===== src/rtl/rtcrd_pkg.sv =====
package rtcrd_pkg;
    typedef enum logic [2:0] {
        ST_IDLE,
        ST_DEV,
        ST_CMD,
        ST_WDAT,
        ST_RDAT,
        ST_HALT
    } xfer_st_e;
endpackage


===== src/rtl/rtcrd_bus_edges.sv =====
module rtcrd_bus_edges (
    input  logic clk,
    input  logic rst_n,
    input  logic scl_i,
    input  logic sda_i,
    output logic scl_rise_o,
    output logic scl_fall_o,
    output logic start_o,
    output logic stop_o
);
    typedef struct packed {
        logic scl;
        logic sda;
    } lvl_t;

    lvl_t lvl_d, lvl_q;

    always_comb begin
        lvl_d.scl = scl_i;
        lvl_d.sda = sda_i;
    end

    always_ff @(posedge clk) begin
        if (!rst_n) begin
            lvl_q <= '{scl: 1'b1, sda: 1'b1};
        end else begin
            lvl_q <= lvl_d;
        end
    end

    assign scl_rise_o = !lvl_q.scl && scl_i;
    assign scl_fall_o = lvl_q.scl && !scl_i;
    assign start_o    = lvl_q.scl && scl_i && lvl_q.sda && !sda_i;
    assign stop_o     = lvl_q.scl && scl_i && !lvl_q.sda && sda_i;
endmodule


===== src/rtl/rtcrd_snapshot.sv =====
module rtcrd_snapshot #(
    parameter int N_REGS = 8,
    localparam int SW    = N_REGS * 8
) (
    input  logic          clk,
    input  logic          rst_n,
    input  logic          req_i,
    input  logic          clr_i,
    input  logic          tick_i,
    input  logic [SW-1:0] live_i,
    output logic [SW-1:0] shadow_o
);
    typedef struct packed {
        logic          pend;
        logic [SW-1:0] bank;
    } snap_t;

    snap_t snap_d, snap_q;

    always_comb begin
        snap_d = snap_q;
        if (clr_i) begin
            snap_d.pend = 1'b0;
        end else if ((req_i || snap_q.pend) && !tick_i) begin
            snap_d.bank = live_i;
            snap_d.pend = 1'b0;
        end else if (req_i) begin
            snap_d.pend = 1'b1;
        end
    end

    always_ff @(posedge clk) begin
        if (!rst_n) begin
            snap_q <= '0;
        end else begin
            snap_q <= snap_d;
        end
    end

    assign shadow_o = snap_q.bank;

    AST_HOLD_ON_TICK: assert property (@(posedge clk) disable iff (!rst_n)
        tick_i |=> $stable(shadow_o)) else $error("shadow moved in a tick cycle");
    AST_DEFER_KEPT: assert property (@(posedge clk) disable iff (!rst_n)
        ((req_i || snap_q.pend) && tick_i && !clr_i) |=> snap_q.pend) else $error("deferred copy lost");
    AST_FROZEN: assert property (@(posedge clk) disable iff (!rst_n)
        (!req_i && !snap_q.pend) |=> $stable(shadow_o)) else $error("shadow moved without request");
endmodule


===== src/rtl/rtcrd_xfer_fsm.sv =====
module rtcrd_xfer_fsm
    import rtcrd_pkg::*;
#(
    parameter logic [6:0] DEV_ADDR   = 7'h68,
    parameter int         N_REGS     = 8,
    parameter logic [6:0] BURST_ADDR = 7'h1F,
    localparam int        AW         = $clog2(N_REGS),
    localparam int        SW         = N_REGS * 8
) (
    input  logic          clk,
    input  logic          rst_n,
    input  logic          rise_i,
    input  logic          fall_i,
    input  logic          start_i,
    input  logic          stop_i,
    input  logic          sda_i,
    input  logic [SW-1:0] shadow_i,
    output logic          sda_oe_o,
    output logic          cap_req_o,
    output logic          wr_en_o,
    output logic [AW-1:0] wr_addr_o,
    output logic [7:0]    wr_data_o
);
    localparam logic [6:0]    NREG7 = 7'(N_REGS);
    localparam logic [AW-1:0] LAST  = AW'(N_REGS - 1);

    typedef struct packed {
        xfer_st_e      st;
        logic [3:0]    bitcnt;
        logic [7:0]    sh;
        logic [AW-1:0] ptr;
        logic          burst;
        logic          rd;
        logic          ack;
        logic          m_ack;
        logic          oe;
        logic          wr_en;
        logic [AW-1:0] wr_addr;
        logic [7:0]    wr_data;
    } fsm_t;

    fsm_t f_d, f_q;

    logic          cap;
    logic          active;
    logic          cmd_ok;
    logic [AW-1:0] ptr_inc;
    logic [7:0]    cur_byte;
    logic [7:0]    nxt_byte;

    always_comb begin
        f_d      = f_q;
        f_d.wr_en = 1'b0;
        cap      = 1'b0;
        cmd_ok   = 1'b0;
        ptr_inc  = f_q.ptr + 1'b1;
        cur_byte = shadow_i[{f_q.ptr, 3'b000} +: 8];
        nxt_byte = shadow_i[{ptr_inc, 3'b000} +: 8];
        active   = (f_q.st == ST_DEV) || (f_q.st == ST_CMD) ||
                   (f_q.st == ST_WDAT) || (f_q.st == ST_RDAT);

        if (stop_i) begin
            f_d.st     = ST_IDLE;
            f_d.oe     = 1'b0;
            f_d.bitcnt = '0;
        end else if (start_i) begin
            f_d.st     = ST_DEV;
            f_d.oe     = 1'b0;
            f_d.bitcnt = '0;
        end else if (active && rise_i) begin
            if (f_q.bitcnt < 4'd8) f_d.sh = {f_q.sh[6:0], sda_i};
            if (f_q.bitcnt == 4'd8) f_d.m_ack = !sda_i;
            if (f_q.bitcnt < 4'd9) f_d.bitcnt = f_q.bitcnt + 4'd1;
        end else if (active && fall_i) begin
            if (f_q.bitcnt == 4'd8) begin
                case (f_q.st)
                    ST_DEV: f_d.ack = (f_q.sh[7:1] == DEV_ADDR) && !f_q.sh[0];
                    ST_CMD: begin
                        cmd_ok    = (f_q.sh[7:1] < NREG7) || (f_q.sh[7:1] == BURST_ADDR);
                        f_d.ack   = cmd_ok;
                        f_d.burst = (f_q.sh[7:1] == BURST_ADDR);
                        f_d.rd    = f_q.sh[0];
                        f_d.ptr   = f_d.burst ? '0 : f_q.sh[AW:1];
                        cap       = cmd_ok && f_q.sh[0];
                    end
                    ST_WDAT: begin
                        f_d.ack     = 1'b1;
                        f_d.wr_en   = 1'b1;
                        f_d.wr_addr = f_q.ptr;
                        f_d.wr_data = f_q.sh;
                    end
                    default: f_d.ack = 1'b0;
                endcase
                f_d.oe = f_d.ack;
            end else if (f_q.bitcnt == 4'd9) begin
                f_d.bitcnt = '0;
                f_d.oe     = 1'b0;
                case (f_q.st)
                    ST_DEV: f_d.st = f_q.ack ? ST_CMD : ST_HALT;
                    ST_CMD: begin
                        if (!f_q.ack) begin
                            f_d.st = ST_HALT;
                        end else if (f_q.rd) begin
                            f_d.st = ST_RDAT;
                            f_d.oe = !cur_byte[7];
                        end else begin
                            f_d.st = ST_WDAT;
                        end
                    end
                    ST_WDAT: begin
                        if (f_q.burst && f_q.ptr != LAST) f_d.ptr = ptr_inc;
                        else f_d.st = ST_HALT;
                    end
                    default: begin
                        if (f_q.burst && f_q.m_ack && f_q.ptr != LAST) begin
                            f_d.ptr = ptr_inc;
                            f_d.oe  = !nxt_byte[7];
                        end else begin
                            f_d.st = ST_HALT;
                        end
                    end
                endcase
            end else if (f_q.st == ST_RDAT && f_q.bitcnt != 4'd0) begin
                f_d.oe = !cur_byte[3'd7 - f_q.bitcnt[2:0]];
            end
        end
    end

    always_ff @(posedge clk) begin
        if (!rst_n) begin
            f_q    <= '0;
            f_q.st <= ST_IDLE;
        end else begin
            f_q <= f_d;
        end
    end

    assign sda_oe_o  = f_q.oe;
    assign cap_req_o = cap;
    assign wr_en_o   = f_q.wr_en;
    assign wr_addr_o = f_q.wr_addr;
    assign wr_data_o = f_q.wr_data;

    AST_WR_ONE_CYCLE: assert property (@(posedge clk) disable iff (!rst_n)
        wr_en_o |=> !wr_en_o) else $error("write strobe longer than one cycle");
    AST_QUIET_WHEN_OFF: assert property (@(posedge clk) disable iff (!rst_n)
        (f_q.st == ST_HALT || f_q.st == ST_IDLE) |-> !sda_oe_o) else $error("driving SDA while off the bus");
    AST_CAP_ON_READ: assert property (@(posedge clk) disable iff (!rst_n)
        cap_req_o |=> (sda_oe_o && f_q.st == ST_CMD)) else $error("copy without acknowledged command");
endmodule


===== src/rtl/rtc_snap_rdport.sv =====
module rtc_snap_rdport #(
    parameter logic [6:0] DEV_ADDR   = 7'h68,
    parameter int         N_REGS     = 8,
    parameter logic [6:0] BURST_ADDR = 7'h1F,
    localparam int        AW         = $clog2(N_REGS),
    localparam int        SW         = N_REGS * 8
) (
    input  logic          clk,
    input  logic          rst_n,
    input  logic          scl_i,
    input  logic          sda_i,
    input  logic          sec_tick_i,
    input  logic [SW-1:0] live_i,
    output logic          sda_oe_o,
    output logic          wr_en_o,
    output logic [AW-1:0] wr_addr_o,
    output logic [7:0]    wr_data_o
);
    logic          scl_rise, scl_fall, bus_start, bus_stop;
    logic          cap_req;
    logic [SW-1:0] shadow;

    rtcrd_bus_edges u_edges (
        .clk        (clk),
        .rst_n      (rst_n),
        .scl_i      (scl_i),
        .sda_i      (sda_i),
        .scl_rise_o (scl_rise),
        .scl_fall_o (scl_fall),
        .start_o    (bus_start),
        .stop_o     (bus_stop)
    );

    rtcrd_snapshot #(.N_REGS(N_REGS)) u_snap (
        .clk      (clk),
        .rst_n    (rst_n),
        .req_i    (cap_req),
        .clr_i    (bus_stop),
        .tick_i   (sec_tick_i),
        .live_i   (live_i),
        .shadow_o (shadow)
    );

    rtcrd_xfer_fsm #(
        .DEV_ADDR   (DEV_ADDR),
        .N_REGS     (N_REGS),
        .BURST_ADDR (BURST_ADDR)
    ) u_fsm (
        .clk       (clk),
        .rst_n     (rst_n),
        .rise_i    (scl_rise),
        .fall_i    (scl_fall),
        .start_i   (bus_start),
        .stop_i    (bus_stop),
        .sda_i     (sda_i),
        .shadow_i  (shadow),
        .sda_oe_o  (sda_oe_o),
        .cap_req_o (cap_req),
        .wr_en_o   (wr_en_o),
        .wr_addr_o (wr_addr_o),
        .wr_data_o (wr_data_o)
    );

    AST_SDA_SCL_HIGH: assert property (@(posedge clk) disable iff (!rst_n)
        (scl_i && $past(scl_i)) |-> $stable(sda_oe_o)) else $error("SDA drive changed with SCL high");
endmodule


===== config.mk =====
export PLATFORM = sky130hd
export DESIGN_NAME = rtc_snap_rdport
export DESIGN_NICKNAME = d
export VERILOG_FILES = /design/src/rtl/rtcrd_pkg.sv /design/src/rtl/rtcrd_bus_edges.sv /design/src/rtl/rtcrd_snapshot.sv /design/src/rtl/rtcrd_xfer_fsm.sv /design/src/rtl/rtc_snap_rdport.sv
export SDC_FILE = /design/constraint.sdc
export NUM_CORES = 1
export LEC_CHECK = 0
export BUFFER_PORTS_ARGS = -buffer_cell sky130_fd_sc_hd__buf_2
export CELL_PAD_IN_SITES_DETAIL_PLACEMENT = 1
export CELL_PAD_IN_SITES_GLOBAL_PLACEMENT = 1
export CORE_ASPECT_RATIO = 2
export CORE_MARGIN = 4
export CORE_UTILIZATION = 40
export DETAILED_ROUTE_END_ITERATION = 8
export GPL_ROUTABILITY_DRIVEN = 0
export PLACE_DENSITY_LB_ADDON = 0.1
export SYNTH_ARGS = -nofsm -noshare
export SYNTH_HDL_FRONTEND = slang
export SYNTH_HIERARCHICAL = 1
export SYNTH_SLANG_ARGS = --single-unit

===== constraint.sdc =====
create_clock -name clk -period 2 [get_ports clk]
set_input_delay 0.1 -clock clk [delete_from_list [all_inputs] [get_ports clk]]
set_output_delay 0.1 -clock clk [all_outputs]
set_load 0.01 [all_outputs]

==> results of run 1 <==
## logic make-up after synthesis
| logic type | Yosys count | synth area share [%] |
|---|---|---|
| adder cells (fa/ha/maj) | 5 | 1.09 |
| XOR/XNOR | 1 | 0.152 |
| AO/OA/AOI/OAI | 39 | 4.89 |
| multiplexers | 106 | 22.0 |
| AND/OR/NAND/NOR | 251 | 21.3 |
| buffers and inverters | 116 | 15.2 |
| flip-flops | 102 | 35.4 |
## stage by stage
step / util, % / TNS [ns]
final: 47.3 / 0
after global routing: 47.3 / -3.72
after CTS: 46.6 / 0
after detailed placement: 42.3 / -0.273
after global placement: 42.3 / -0.0484
after floorplan: - / 0
## cell usage in the layout (no fill, tap or decap), types with 3 or more instances in the layout
cell type / synthesis / layout
a21oi_1: 9 / 9
nor3_1: 10 / 10
nand3_1: 7 / 6
dfxtp_1: 102 / 96
and3_1: 3 / 3
mux4_2: 15 / 16
inv_1: 6 / 6
buf_12: 6 / 5
nand4_1: 3 / 3
dfxtp_2: 0 / 4
nor2b_1: 30 / 26
nor2_1: 21 / 20
buf_4: 78 / 35
o21ai_0: 3 / 3
dlygate4sd3_1: 0 / 26
nor3_4: 1 / 3
mux2i_1: 88 / 87
nand2_1: 145 / 145
ha_1: 5 / 4
nor3b_1: 5 / 4
nand2b_1: 7 / 7
buf_2: 16 / 80
clkbuf_16: 0 / 9
a31oi_1: 3 / 3
## worst register-to-register path: cells and delay by family, from the launching register on
kind / cells / cell delay (ns)
DFF: 1 / 0.34
and+or+nand+nor: 6 / 0.97
buffers and inverters: 2 / 0.35
muxes: 1 / 0.23
## cell usage after synthesis, types with 4 or more instances
| cell | n | area [um^2] |
|---|---|---|
| a21oi_1 | 9 | 45.0 |
| buf_12 | 6 | 120 |
| buf_2 | 16 | 80.1 |
| buf_4 | 78 | 586 |
| buf_6 | 4 | 45.0 |
| clkbuf_1 | 6 | 22.5 |
| dfxtp_1 | 102 | 2040 |
| ha_1 | 5 | 62.6 |
| inv_1 | 6 | 22.5 |
| mux2i_1 | 88 | 881 |
| mux4_2 | 15 | 338 |
| nand2_1 | 145 | 544 |
| nand2b_1 | 7 | 43.8 |
| nand3_1 | 7 | 35.0 |
| nor2_1 | 21 | 78.8 |
| nor2b_1 | 30 | 188 |
| nor3_1 | 10 | 50.1 |
| nor3b_1 | 5 | 37.5 |
## how the worst min path moves through the flow
| stage | endpoint | start | depth (start not counted) | slack [ns] |
|---|---|---|---|---|
| 2_1_floorplan | u_edges/lvl_q[0] | rst_n | 1 | 0.17 |
| 3_3_place_gp | u_edges/lvl_q[1] | scl_i | 2 | 0.34 |
| 3_5_place_dp | u_snap/shadow_o[61] | live_i[61] | 3 | 0.36 |
| 4_1_cts | u_snap/shadow_o[2] | live_i[2] | 3 | 0.0001 |
| 5_1_grt | u_snap/shadow_o[38] | live_i[38] | 3 | 0.004 |
| 6_report | u_snap/shadow_o[38] | live_i[38] | 3 | 0.006 |
## routing by layer
layer	share of wire (%)	routed length [um]
met3	2.6	382
met4	3.7	536
met2	57	8280
met5	0	0
met1	37	5450
## sequential cells by signal, indices dropped and copies added (netlist names)
name             count
u_fsm/sda_oe_o       1
u_edges/lvl_q        2
u_snap/snap_q        1
u_snap/shadow_o     64
u_fsm/wr_addr_o      3
u_fsm/f_q           22
u_fsm/wr_en_o        1
u_fsm/wr_data_o      8
## timing repair
item,4_1_cts,5_1_grt
resized for setup,10,21
setup buffers,1,2
endpoints found under the setup margin,51,69
endpoints found under the hold margin,25,1
pin swaps,1,6
hold buffers,25,1
## cell type report
| cell class | instances | area [um^2] |
|---|---|---|
| Timing Repair Buffer | 150 | 1090 |
| Clock inverter | 7 | 66.3 |
| Fill cell | 1639 | 7410 |
| Clock buffer | 9 | 225 |
| Sequential cell | 102 | 2050 |
| Tap cell | 189 | 236 |
| Inverter | 6 | 22.5 |
| Multi-Input combinational cell | 402 | 2940 |
## power by group through the flow
| stage | combinational, W | sequential (W) | clock [W] |
|---|---|---|---|
| 6_report | 0.000264 | 0.00203 | 0.00172 |
| 5_1_grt | 0.000294 | 0.00203 | 0.00188 |
| 4_1_cts | 0.000264 | 0.00204 | 0.00178 |
| 3_5_place_dp | 0.000225 | 0.00208 | 0 |
| 3_3_place_gp | 0.000220 | 0.00208 | 0 |
| 2_1_floorplan | 0.000109 | 0.00208 | 0 |
==> metrics, run 1 <==
status finished clean; ys async rst share 0%; clk buf depth 2; Detailed Route WL 14,700 um; DR iter-0 viols 151; Antenna diodes 0; WP buf/inv 2; Die X 92.9 um; total power 0.00402 W; fin crit period 1.96 ns; Least-Margin Pin Slew 0.533 ns; Critical Path, Cell by Cell and4b_2 -> nor3_4 -> nand4_1 -> nor2_1 -> nor2_2 -> nor3_4 -> buf_12 -> buf_12 -> mux2i_2; Die Height 178 um; Hold Vio Cnt, Final 0; Top FF cell, synth dfxtp_1; met3 Usage GRT 2.93%; count of mapped cells out of synthesis 620; crit-path max FO 14; maximum VDD drop 0.505 mV; total die area 16,500 um^2; synthesized area 5760 um^2; met2 Usage GRT 34.2%; Setup crit start u_edges/lvl_q[1]; I/O Pins 82; FF-to-FF Start u_edges/lvl_q[1]; first-pass GRT wire length 23,600 um; pre-CTS WS -0.0716 ns; cell area after layout 6640 um^2; sequential power share 50.6%; placed wire-length estimate 11,000 um; initial antenna violation count 0; DR vias/cell 5.04; hold slack 0.00575 ns; met1 Use GR 19.7%; clock root cell clkbuf_16; Register-to-Register Path Depth 9; register area share after synthesis 35.4%; slew margin rel. 64.5%; Synth cell types 61; Worst EP required 2.27 ns; GR Util All Layers 18.3%; fin cells 865; Syn Area/Cell 9.30 um^2; total CTS buffers 9; pin count of the biggest net entering global routing 132; number of global-route vias before repair 4,626; delay-heaviest family, CP simple AND/OR/NAND/NOR gates; Pins Over Slew Limit 0; placed insts 820; combinational group share of total power 6.6%; Worst Setup EP u_snap/shadow_o[49]; Net Sw Power 0.000983 W; Internal Power 0.00304 W; Slowest-stage cell, CP dfxtp_2; r2r endpoint u_snap/shadow_o[49]; row cnt 61; Synth-to-Final Area Change 15.2%; CTS H-tree lvls 3; CTS tree yes; Final Setup Violations 0; fin crit share 98.1%; clk_lat worst skew 0.35 ns; Final nets 745; EDFF count, synth 0; CP Capture Type flip-flop; worst setup path category flip-flop to flip-flop; grt ovf 0; First-pass DRT Iterations 4; initial cell density of the core 41.0%; FMAX 510 MHz; FF+latch count, synth 102; clock slew at reported path FFs 0.08 ns; Critical Path AT 2.23 ns; Power per Cell Area 606 nW/um^2; # Max-Cap Violations 0; PnR worst setup slack 0.0376 ns; Buffers on Ports 81; Clock Skews 0.0114 ns; leakage 2.65 nW; switch share 24.4%; DRC Markers 0; Post-DP Area 5940 um^2; RSZ-0062 raised after global routing true; power share of the clock group 42.9%; Most Crowded Layer GR met2; Post-Syn Nets 694; Core Region 14,000 um^2; Synth Warn # 6; flop2flop setup slack 0.04 ns; clock sinks 102; Critical Path Start Type flip-flop; Levels on crit path 9; share of layout cells above drive strength 1 27.7%; Hold/Removal Path Class input pin to flip-flop; via count 4,363; max incr delay on CP 0.34 ns; remaining antenna violation count 0; wire per inst 16.9 um
(Power assumes the default switching activity.)
==> inputs of run 2 (changes only) <==
- CORE_UTILIZATION: 40 -> 39
- SYNTH_HIERARCHICAL: 1 -> unset
==> run 2 against run 1 <==
Net effect: the flow now finishes with violations (setup timing); wire length grew 3.6%; fmax shrank 6.4%; non-clock buffer count grew 32; power is essentially flat; sequential power is essentially flat; area after synthesis shrank 9.0%; utilization grew 5.6 points; register-to-register slack lost 0.13 ns; count of clock-buffer cells in the layout grew 1; first-iteration DRC count shrank 12%; synthesized cell count shrank 9.4%.
==> metrics, run 2 <==
status finished with violations; violated checks setup timing; Least-Margin Pin Slew 0.763 ns (+0.230 ns); Synth top cells by count nand2_1 (144), dfxtp_1 (102), mux2i_1 (87); slew margin rel. 49.1% (-15 points); Synth cell types 60 (-1.6%); Synth Area in Adders 1.19% (+0.11 points); PnR worst setup slack -0.0960 ns (-0.134 ns); max FFs per register 64 (unchanged); met2 Usage GRT 40.8% (+6.7 points); clock sinks 102 (unchanged); fin cells 863 (-0.23%); clk buf depth 2 (unchanged); leakage 2.79 nW (+5.4%); total CTS buffers 9 (unchanged); DR vias/cell 5.26 (+4.3%); share of layout cells above drive strength 1 31.0% (+3.3 points); Syn Area/Cell 9.34 um^2 (+0.43%); crit-path max FO 13 (-1); number of global-route vias before repair 5,021 (+8.5%); pin count of the biggest net entering global routing 84 (-36%); Post-DP Area 6040 um^2 (+1.6%); Clock Skews 0.0106 ns (-0.000810 ns); initial antenna violation count 1 (+1); Storage cell area 2060 um^2 (+0.30%); Net Sw Power 0.000992 W (+0.91%); # Max-Cap Violations 0 (unchanged); Final Setup Violations 64 (+64); maximum VDD drop 0.384 mV (-24%); placed wire-length estimate 11,400 um (+3.5%); clock root cell clkbuf_16; FMAX 477 MHz (-6.4%); register area share after synthesis 38.9% (+3.5 points); WP buf/inv 2 (unchanged); GR Util All Layers 20.2% (+1.9 points); Pins Over Slew Limit 0 (unchanged); Compound-Gate Fraction of Synth Area 8.42% (+3.5 points); Final nets 779 (+4.6%); I/O Pins 82 (unchanged); mux share of post-synthesis cell area 24.3% (+2.3 points); Detailed Route WL 15,200 um (+3.6%); via count 4,542 (+4.1%); RSZ-0062 raised after global routing true; clk_lat worst skew 0.35 ns (about the same); placed insts 805 (-1.8%); Fill cells 1,475 (-10%); largest family of logic cells by synthesized area multiplexers; Top FF cell, synth dfxtp_1; synthesized area 5250 um^2 (-9.0%); Hold Vio Cnt, Final 0 (unchanged); Die Height 172 um (-3.2%); FF-to-FF Start u_fsm.f_q[29]; Synth-to-Final Area Change 31.7%; Critical Path, Cell by Cell nor4b_4 -> nand2_2 -> o41a_1 -> nor3_4 -> buf_12 -> buf_12 -> mux2i_1; most frequent CP cell buf_12; Post-Syn Nets 636 (-8.4%); first-pass GRT wire length 24,900 um (+5.6%); total die area 15,500 um^2 (-6.2%); met3 Usage GRT 3.53% (+0.60 points); worst setup path category flip-flop to flip-flop; Most Crowded Layer GR met2; most common cell in the netlist nand2_1; multi-input logic area 2930 um^2 (-0.21%); First-pass DRT Iterations 4 (unchanged); xor and xnor area share after synthesis 0.167% (+0.015 points); Worst EP required 2.28 ns (about the same); ys async rst share 0% (unchanged); remaining antenna violation count 0 (unchanged); switch share 24.6% (+0.20 points); Power per Cell Area 583 nW/um^2 (-3.8%); fin crit share 105% (+6.7 points); cell area after layout 6910 um^2 (+4.1%); CTS tree yes; Synth Warn # 0 (-6); Slowest-stage cell, CP o41a_1; Critical Path Start Type flip-flop; Critical Path AT 2.37 ns (+0.14 ns); power share of the clock group 42.5% (-0.4 points); met1 Use GR 20.1% (+0.41 points); Die X 90.0 um (-3.1%); hold_sp live_i[21]; most frequent cells in the layout nand2_1 (144), dfxtp_1 (95), mux2i_1 (84); combinational group share of total power 7.0% (+0.4 points); CTS H-tree lvls 3 (unchanged); Synth area leader dfxtp_1; initial cell density of the core 40.2% (-0.89 points); Hold/Removal Path Class input pin to flip-flop; FF+latch count, synth 102 (unchanged); Synth Area in Simple Gates 19.5% (-1.8 points); CP Capture Type flip-flop; DR iter-0 viols 133 (-12%); Internal Power 0.00303 W (-0.17%); Synth top area share 38.9% (+3.5 points); count of mapped cells out of synthesis 562 (-9.4%); top cells by area, synth dfxtp_1 (39%), mux2i_1 (17%), nand2_1 (10%); DRC Markers 0 (unchanged); commonest non-fill, non-tap cell in the layout nand2_1; grt ovf 0 (unchanged); max incr delay on CP 0.47 ns (+0.13 ns); wire per inst 17.6 um (+3.8%); row cnt 59 (-3.3%); sequential power share 50.5% (about the same); Core Region 13,100 um^2 (-7.0%); pre-CTS WS -0.148 ns (-0.0766 ns); setup TNS -3.51 ns (-3.51 ns); delay-heaviest family, CP simple AND/OR/NAND/NOR gates; Setup crit start u_fsm.f_q[29]; clock slew at reported path FFs 0.08 ns (about the same); Buffers on Ports 81 (unchanged); EDFF count, synth 0 (unchanged); fin crit period 2.10 ns (+0.134 ns)
## run 2: cell count changes after synthesis, moves of 4 or more
cell      before  now
o21ai_0        3    7
buf_4         78   13
nor2_1        21   30
nor3_1        10    6
nor2b_1       30    7
buf_2         16    9
clkbuf_1       6   20
## run 2: path summary, 6_finish.rpt
check	to	slack, ns	cells past startpoint
worst max register to register	u_snap.shadow_o[43]	-0.1	7
worst min-delay path	u_snap.shadow_o[21]	0.008	3
worst min register to register	u_snap.shadow_o[6]	0.46	2
worst max-delay path	u_snap.shadow_o[43]	-0.1	7
## run 2: cells by family after synthesis
group	Yosys count
simple gates	228
compound gates	60
buf+inv	59
fa+ha+maj	5
mux	107
flops	102
xor+xnor	1
## run 2: routing by layer
metal / vias to the layer above / routed length (um)
met5: - / 0
met4: 0 / 413
met3: 19 / 311
met2: 61 / 8780
met1: 2224 / 5670
li1: 2238 / -
## run 2: worst min-delay path, delay by kind of cell
kind / cells / cell delay, ns
and+or+nand+nor: 1 / 0.06
muxes: 1 / 0.06
buffers and inverters: 1 / 0.09
## run 2: layout make-up
type / instances / share of cell area (%)
antenna: 1 / 0.0362
clock buffer: 10 / 3.31
clock inverter: 6 / 0.725
inverter: 9 / 0.489
multi-input combinational: 401 / 42.5
sequential: 102 / 29.8
tap: 152 / 2.75
timing repair buffer: 182 / 20.4
## run 2: stage by stage
stage / total power (W) / utilization, % / hold WS (ns)
2_1_floorplan: 0.00219 / - / 0.201
3_3_place_gp: 0.00231 / 46.2 / 0.348
3_5_place_dp: 0.00232 / 46.2 / 0.353
4_1_cts: 0.00408 / 51.8 / 0.000161
5_1_grt: 0.00418 / 52.9 / 0.00677
6_report: 0.00402 / 52.9 / 0.00807
## run 2: repair_timing
item                       CTS  global route
setup endpoints to repair   68            78
setup buffers                7             1
hold buffers                31             0
gates cloned                 1             1
hold endpoints to repair    30             0
pin swaps                    5             4
gates resized for setup     17            29
## run 2: power by group through the flow
stage / clock [W] / sequential, W / combinational [W]
floorplan: 0 / 0.00208 / 0.000111
detailed placement: 0 / 0.00209 / 0.000234
CTS: 0.00176 / 0.00204 / 0.000282
global route: 0.00184 / 0.00203 / 0.000312
global placement: 0 / 0.00209 / 0.000228
finish: 0.00171 / 0.00203 / 0.000281
==> inputs of run 3 (changes only) <==
- SETUP_SLACK_MARGIN: unset -> 0.02
==> run 3 against run 2 <==
Net effect: the flow still finishes with violations (setup timing); register-to-register slack is essentially flat; fmax rose by 0.47%; sequential power barely moved; via count is 0.59% higher; clock power is essentially flat; power is 0.11% lower; cell area grew 0.31%; combinational power about the same; utilization rose by 0.16 points; critical path depth unchanged; final cell count up 0.12%; hold slack about the same; critical endpoint unchanged; largest power group unchanged.
==> metrics, run 3 (synthesis gave the netlist of run 2 again) <==
Clock Skews 0.0100 ns (-0.000537 ns); hold slack 0.00829 ns (+0.000214 ns); maximum VDD drop 0.379 mV (-1.3%); FF-to-FF Start u_fsm.f_q[29]; total die area 15,500 um^2 (unchanged); placed wire-length estimate 11,400 um (unchanged); initial antenna violation count 1 (unchanged); PnR worst setup slack -0.0862 ns (+0.00979 ns); Power per Cell Area 580 nW/um^2 (-0.42%); clk buf depth 2 (unchanged); max FFs per register 64 (unchanged); Storage cell area 2060 um^2 (unchanged); Die Height 172 um (unchanged); fin crit period 2.09 ns (-0.00979 ns); CP Capture Type flip-flop; remaining antenna violation count 0 (unchanged); # Max-Cap Violations 0 (unchanged); total CTS buffers 9 (unchanged); FMAX 479 MHz (+0.47%); crit-path max FO 13 (unchanged); setup TNS -2.92 ns (+0.591 ns); number of global-route vias before repair 5,003 (-0.36%); clock root cell clkbuf_16; status finished with violations; hold_sp live_i[21]; Detailed Route WL 15,200 um (+0.47%); clock sinks 102 (unchanged); Least-Margin Pin Slew 0.761 ns (-0.00228 ns); Synth-to-Final Area Change 32.1%; Final nets 780 (+0.13%); Critical Path AT 2.36 ns (about the same); via count 4,569 (+0.59%); first-pass GRT wire length 24,900 um (-0.14%); most frequent cells in the layout nand2_1 (144), dfxtp_1 (95), mux2i_1 (84); Buffers on Ports 81 (unchanged); Die X 90.0 um (unchanged); leakage 2.80 nW (+0.27%); Hold/Removal Path Class input pin to flip-flop; GR Util All Layers 20.2% (about the same); violated checks setup timing; RSZ-0062 raised after global routing true; clock slew at reported path FFs 0.08 ns (about the same); slew margin rel. 49.3% (+0.15 points); CTS H-tree lvls 3 (unchanged); DRC Markers 0 (unchanged); Final Setup Violations 64 (unchanged); Fill cells 1,472 (-0.20%); Post-Route Utilization 53.0% (+0.16 points); commonest non-fill, non-tap cell in the layout nand2_1; initial cell density of the core 40.2% (unchanged); row cnt 59 (unchanged); Hold Vio Cnt, Final 0 (unchanged); fin crit share 104% (-0.49 points); share of layout cells above drive strength 1 31.2% (+0.24 points); total power 0.00402 W (-0.11%); Pins Over Slew Limit 0 (unchanged); wire per inst 17.6 um (+0.36%); Worst EP required 2.27 ns (about the same); Setup crit start u_fsm.f_q[29]; pin count of the biggest net entering global routing 84 (unchanged); grt ovf 0 (unchanged); clk_lat worst skew 0.35 ns (about the same); CTS tree yes; Core Region 13,100 um^2 (unchanged); multi-input logic area 2950 um^2 (+0.47%); Critical Path Start Type flip-flop; First-pass DRT Iterations 4 (unchanged); DR iter-0 viols 151 (+14%); I/O Pins 82 (unchanged); worst setup path category flip-flop to flip-flop; DR vias/cell 5.29 (+0.48%)
[run 3: cell types whose count changed in the layout (fill, tap and decap cells not counted), sizes merged]
cell,before,now
buf,150,151
[run 3: power breakdown]
part	internal (W)	total, W	switching, W
logic	0.000139	0.000281	0.000142
registers	0.00203	0.00203	0.00000562
clock network	0.000866	0.00171	0.000839
total	0.00303	0.00402	0.000987
[run 3: area by class of cell]
type | instances | share of cell area, %
Inverter | 9 | 0.488
Clock buffer | 10 | 3.30
Timing Repair Buffer | 183 | 20.4
Antenna cell | 1 | 0.0361
Multi-Input combinational cell | 401 | 42.5
Clock inverter | 6 | 0.722
Tap cell | 152 | 2.74
Sequential cell | 102 | 29.7
[run 3: worst max-delay path, cell delays in order, from the launching register on]
cell and delay, ns:
dfxtp_4 0.36, nor4b_4 0.36, nand2_2 0.09, o41a_1 0.46, nor3_4 0.17, buf_12 0.20
buf_12 0.17, mux2i_1 0.20
[run 3: repair_timing]
action	CTS	global route
setup buffers	7	2
pin swaps	5	4
cloned	1	1
hold buffers	31	0
hold endpoints to repair	30	0
endpoints found under the setup margin	68	78
gates resized for setup	21	28
[run 3: worst paths after layout]
kind,end,slack (ns),cells after the start
max,u_snap.shadow_o[43],-0.09,7
min,u_snap.shadow_o[21],0.008,3
max reg2reg,u_snap.shadow_o[43],-0.09,7
min reg2reg,u_snap.shadow_o[32],0.46,2
[run 3: through the flow]
step / std cells / worst slack, ns / instance area (um^2)
finish: 864 / -0.0862 / 6930
global route: 864 / -0.240 / 6930
CTS: 860 / -0.120 / 6790
detailed placement: 805 / -0.148 / 6040
global placement: 805 / -0.104 / 6040
floorplan: 562 / -0.0290 / 5250
[run 3: metal layers]
metal | share of wire [%] | global-route usage, % | up-vias | routed length, um
met5 | 0 | 0 | - | 0
met4 | 2.8 | 7.94 | 0 | 424
met3 | 2.2 | 3.53 | 21 | 342
met2 | 58 | 40.7 | 75 | 8820
met1 | 37 | 20.1 | 2234 | 5660
li1 | - | - | 2239 | -
